File: src/rtl/linkup_pkg.sv
package linkup_pkg;

  typedef enum logic [2:0] {
    SU_A   = 3'd0,
    SU_B   = 3'd1,
    SU_C   = 3'd2,
    SU_D   = 3'd3,
    SU_E   = 3'd4,
    SU_F   = 3'd5,
    SU_G   = 3'd6,
    SU_BAD = 3'd7
  } su_state_e;

endpackage

File: src/rtl/linkup_tick_timer.sv
module linkup_tick_timer #(
  parameter int unsigned LIMIT = 10000
) (
  input  logic clk,
  input  logic rst_n,
  input  logic clr,
  input  logic run,
  input  logic tick,
  output logic expired
);
  localparam int unsigned CW = (LIMIT < 2) ? 1 : $clog2(LIMIT + 1);
  localparam logic [CW-1:0] LAST = CW'(LIMIT - 1);

  logic [CW-1:0] cnt_q, cnt_d;
  logic          exp_q, exp_d;
  logic          adv;

  assign adv = run && tick && !exp_q;

  always_comb begin
    cnt_d = cnt_q;
    exp_d = exp_q;
    if (clr) begin
      cnt_d = '0;
      exp_d = 1'b0;
    end else if (adv) begin
      if (cnt_q == LAST) begin
        exp_d = 1'b1;
      end else begin
        cnt_d = cnt_q + 1'b1;
      end
    end
  end

  always_ff @(posedge clk or negedge rst_n) begin
    if (!rst_n) begin
      cnt_q <= '0;
      exp_q <= 1'b0;
    end else if (clr || adv) begin
      cnt_q <= cnt_d;
      exp_q <= exp_d;
    end
  end

  assign expired = exp_q;

endmodule

File: src/rtl/linkup_tx_gate.sv
module linkup_tx_gate
  import linkup_pkg::*;
(
  input  logic      clk,
  input  logic      rst_n,
  input  logic      is_master,
  input  su_state_e st,
  input  logic      light_det,
  input  logic      hfn_sync,
  output logic      tx_en
);
  logic tx_q, tx_d;
  logic lit_q, lit_d;
  logic slave_ready;

  assign slave_ready = light_det && hfn_sync;

  always_comb begin
    lit_d = 1'b0;
    unique case (st)
      SU_A, SU_BAD: tx_d = 1'b0;
      SU_B: begin
        if (is_master) begin
          tx_d = 1'b1;
        end else begin
          lit_d = lit_q || slave_ready;
          tx_d  = lit_d;
        end
      end
      default: tx_d = 1'b1;
    endcase
  end

  always_ff @(posedge clk or negedge rst_n) begin
    if (!rst_n) begin
      tx_q  <= 1'b0;
      lit_q <= 1'b0;
    end else begin
      tx_q  <= tx_d;
      lit_q <= lit_d;
    end
  end

  assign tx_en = tx_q;

endmodule

File: src/rtl/linkup_tx_ctrl.sv
module linkup_tx_ctrl
  import linkup_pkg::*;
#(
  parameter int unsigned STARTUP_TICKS = 10000,
  parameter int unsigned SYNC_TICKS    = 600000
) (
  input  logic       clk,
  input  logic       rst_n,
  input  logic       is_master,
  input  logic [2:0] su_state,
  input  logic       light_det,
  input  logic       hfn_sync,
  input  logic       nego_done,
  input  logic       tick,
  output logic       tx_en,
  output logic       l1_expired,
  output logic       sync_timeout
);
  su_state_e st;
  logic      in_a, in_b;
  logic      nego_seen_q, nego_seen_d;
  logic      su_clr, sy_clr;

  assign st   = su_state_e'(su_state);
  assign in_a = (st == SU_A);
  assign in_b = (st == SU_B);

  always_comb begin
    nego_seen_d = nego_seen_q;
    if (in_a)           nego_seen_d = 1'b0;
    else if (nego_done) nego_seen_d = 1'b1;
  end

  always_ff @(posedge clk or negedge rst_n) begin
    if (!rst_n) nego_seen_q <= 1'b0;
    else        nego_seen_q <= nego_seen_d;
  end

  assign su_clr = in_a || nego_done || nego_seen_q;
  assign sy_clr = is_master || !in_b || hfn_sync;

  linkup_tx_gate u_gate (
    .clk       (clk),
    .rst_n     (rst_n),
    .is_master (is_master),
    .st        (st),
    .light_det (light_det),
    .hfn_sync  (hfn_sync),
    .tx_en     (tx_en)
  );

  linkup_tick_timer #(.LIMIT(STARTUP_TICKS)) u_su_tmr (
    .clk     (clk),
    .rst_n   (rst_n),
    .clr     (su_clr),
    .run     (!in_a),
    .tick    (tick),
    .expired (l1_expired)
  );

  linkup_tick_timer #(.LIMIT(SYNC_TICKS)) u_sy_tmr (
    .clk     (clk),
    .rst_n   (rst_n),
    .clr     (sy_clr),
    .run     (1'b1),
    .tick    (tick),
    .expired (sync_timeout)
  );

endmodule

File: config.mk
export PLATFORM = sky130hd
export DESIGN_NAME = linkup_tx_ctrl
export DESIGN_NICKNAME = d
export VERILOG_FILES = /design/src/rtl/linkup_pkg.sv /design/src/rtl/linkup_tick_timer.sv /design/src/rtl/linkup_tx_gate.sv /design/src/rtl/linkup_tx_ctrl.sv
export SDC_FILE = /design/constraint.sdc
export NUM_CORES = 1
export LEC_CHECK = 0
export BUFFER_PORTS_ARGS = -buffer_cell sky130_fd_sc_hd__buf_2
export CAP_MARGIN = 20
export CORE_MARGIN = 2
export CORE_UTILIZATION = 45
export DETAILED_ROUTE_END_ITERATION = 8
export PLACE_DENSITY_LB_ADDON = 0.12
export SETUP_SLACK_MARGIN = 0.4
export SLEW_MARGIN = 30
export SYNTH_ARGS = -nofsm -noshare
export SYNTH_HDL_FRONTEND = slang
export SYNTH_SLANG_ARGS = --single-unit
File: constraint.sdc
create_clock -name clk -period 5.6 [get_ports clk]
set_input_delay 0.28 -clock clk [delete_from_list [all_inputs] [get_ports clk]]
set_output_delay 0.28 -clock clk [all_outputs]
set_load 0.02 [all_outputs]
==> flow_summary.json <==
{
  "worstSetupPathType": "flip-flop to flip-flop",
  "finalPower_uw": 495,
  "max_freq_mhz": 437,
  "cts_root_buf": "clkbuf_8",
  "clock_latency_ns": 0.29,
  "cp_max_fo": 14,
  "fin_hold_ws_ns": 0.261,
  "finalClockSkew_ns": 0.00917,
  "fp.coreArea_sq_mm": 0.00479,
  "ys_ff_latch": 39,
  "drive_gt1_frac": 0.131,
  "yosysSeqAreaShare": 0.433,
  "port_buffers": 12,
  "gp_congestion": 0.841,
  "hold_buffers": 0,
  "nets": 263,
  "grt_max_degree": 40,
  "slew_viol_final": 0,
  "hold_depth": 3,
  "postSynthCellCount": 241,
  "diodes": 0,
  "tritoncts": "built",
  "crit_required_ns": 5.82,
  "finalSetupViolations": 0,
  "dp_hpwl_um": 3330,
  "syn-num-nets": 253,
  "vias": 1865,
  "wl_per_cell_um": 15.0,
  "outcome": "complete, no violations",
  "cp-end-kind": "flip-flop",
  "min_path_type": "input pin to flip-flop",
  "die_w_um": 74.8,
  "hold_viol_final": 0,
  "rows": 25,
  "numCtsBuffers": 5,
  "drc": 0,
  "cts_max_path_buffers": 2,
  "avgSynthCellArea_sq_um": 9.36,
  "cts.sinks": 39,
  "dr.pass1.iters": 4,
  "period_minus_slack_ns": 2.29,
  "ff2ff_setup_slack_ns": 3.31,
  "ant_nets": 0,
  "fin_setup_tns_ns": 0,
  "cellLeakagePower_uw": 0.000908,
  "nFillCells": 493,
  "ios": 13,
  "finalCritPeriodShare": 0.408,
  "yosysUniqueCellTypes": 51,
  "synth_area_sq_mm": 0.00225,
  "overflow": 0,
  "drt_iter0_markers": 124,
  "initial_core_util": 0.471,
  "reg2reg_depth": 4,
  "yosysWarnings": 0,
  "wl_um": 4780,
  "area_growth_pct": 7.88,
  "postLayoutCoreUtil": 0.508,
  "ctsResizeCount": 0,
  "grt_pass1_vias": 1741,
  "path_clk_slew_ns": 0.08,
  "tightestPinTransition_ns": 0.840,
  "arrival_ns": 2.51,
  "slew_headroom": 0.436,
  "synth_edf_count": 0,
  "drv_cap": 0,
  "grt_usage": 0.190,
  "power.density_mw_per_mm2": 203,
  "critPathLaunchType": "flip-flop",
  "ys_async_sr_fraction": 1.00,
  "cts_htree_levels": 2,
  "grt_pass1_wl_um": 8070,
  "antenna_found_initial": 0,
  "routed_via_density": 5.85,
  "post-cts-setup-buffers": 0,
  "rsz0062_at_grt": "no",
  "ir_drop_mv": 0.144,
  "dominantRegCellSynth": "dfrtp_1",
  "die-height_um": 74.8,
  "die_area_sq_mm": 0.00559
}
-- routing by layer --
layer / wire, um / part of all wire / track usage
met1: 2170 / 0.45 / 0.242
met2: 2390 / 0.50 / 0.314
met3: 171 / 0.036 / 0.0549
met4: 57 / 0.012 / 0.0615
met5: 0 / 0 / 0
-- path summary, 6_finish.rpt --
| path | from | to |
|---|---|---|
| setup / recovery | u_sy_tmr.expired$_DFFE_PN0P_ | u_sy_tmr.cnt_q[8]$_DFFE_PN0P_ |
| hold / removal | light_det | u_gate.lit_q$_DFF_PN0_ |
| setup reg to reg | u_sy_tmr.expired$_DFFE_PN0P_ | u_sy_tmr.cnt_q[8]$_DFFE_PN0P_ |
| hold reg to reg | u_gate.lit_q$_DFF_PN0_ | u_gate.lit_q$_DFF_PN0_ |
| max in group asynchronous | rst_n | u_su_tmr.cnt_q[7]$_DFFE_PN0P_ |
| min in group asynchronous | rst_n | u_sy_tmr.cnt_q[9]$_DFFE_PN0P_ |
-- power by group --
| part | leakage (uW) | internal, uW | switching [uW] | total, uW |
|---|---|---|---|---|
| clock | 0.0000422 | 87.5 | 99.0 | 186 |
| sequential | 0.000537 | 283 | 0.596 | 283 |
| combinational | 0.000328 | 7.53 | 17.2 | 24.7 |
| total | 0.000908 | 378 | 117 | 495 |
-- metrics by stage --
| step | setup WS, ns | std cells | instance area, sq um |
|---|---|---|---|
| global placement | 3.36 | 310 | 2340 |
| finish | 3.31 | 319 | 2430 |
| floorplan | 3.68 | 241 | 2250 |
| CTS | 3.32 | 318 | 2420 |
| detailed placement | 3.27 | 310 | 2340 |
| global route | 3.16 | 319 | 2430 |
-- placed cells by master (no fill, tap or decap), types with 3 or more instances in the layout --
cell,n
o21ai_0,10
nor2b_1,3
and3_1,5
nor4b_1,3
or4_1,7
or3_1,11
dfrtp_1,39
and4_1,4
nor3_1,4
nor2_1,10
nand3_1,13
a31oi_1,5
a2111o_1,4
buf_2,11
or2_2,3
mux2i_1,5
clkbuf_8,5
nand2_1,24
o31ai_1,10
a21oi_1,22
o21ai_1,4
nand4_1,11
-- worst max-delay path: stages (launching register included) --
cell and delay [ns]:
dfrtp_1 0.41, nor2b_1 0.46, nand3_1 0.45, or4_2 0.75, a21oi_1 0.16
-- logic make-up (layout without fill, tap and decap cells) --
group,count (synthesis),in the layout,synth area share
adders and majority gates,2,2,0.0111
xor gates and xnor gates,4,4,0.0155
and+or+nand+nor,116,116,0.312
AOI/OAI and AO/OA,63,63,0.176
DFF,39,39,0.433
muxes,5,5,0.0222
buffers and inverters,12,23,0.0300
-- synthesized netlist by cell type, types with 3 or more instances --
library cell	count	area share
a2111o_1	4	0.020
a21oi_1	22	0.049
a31oi_1	5	0.014
and3_1	5	0.014
and4_1	4	0.016
clkbuf_1	6	0.010
dfrtp_1	39	0.43
mux2i_1	5	0.022
nand2_1	24	0.040
nand3_1	13	0.029
nand4_1	11	0.031
nor2_1	10	0.017
nor2b_1	3	0.0083
nor3_1	4	0.0089
nor4b_1	3	0.012
o21ai_0	10	0.022
o21ai_1	4	0.0089
o31ai_1	10	0.033
or2_2	3	0.0083
or3_1	11	0.031
or4_1	7	0.023
-- state kept, by name, indices dropped and copies added, names as in the netlist --
signal	cells
u_sy_tmr.expired	1
u_sy_tmr.cnt_q	20
nego_seen_q	1
u_su_tmr.expired	1
u_su_tmr.cnt_q	14
u_gate.lit_q	1
u_gate.tx_en	1
-- cell type report --
class	count	area (sq um)	area share
flip-flops and latches	39	976	0.401
multi-input cells	190	1210	0.498
clock buffers	7	76.3	0.0314
well taps	67	83.8	0.0345
inverters	2	7.51	0.00309
clock inverters	1	5.00	0.00206
repair buffers	13	72.6	0.0298
No activity file was read; power rests on OpenSTA's default activity.
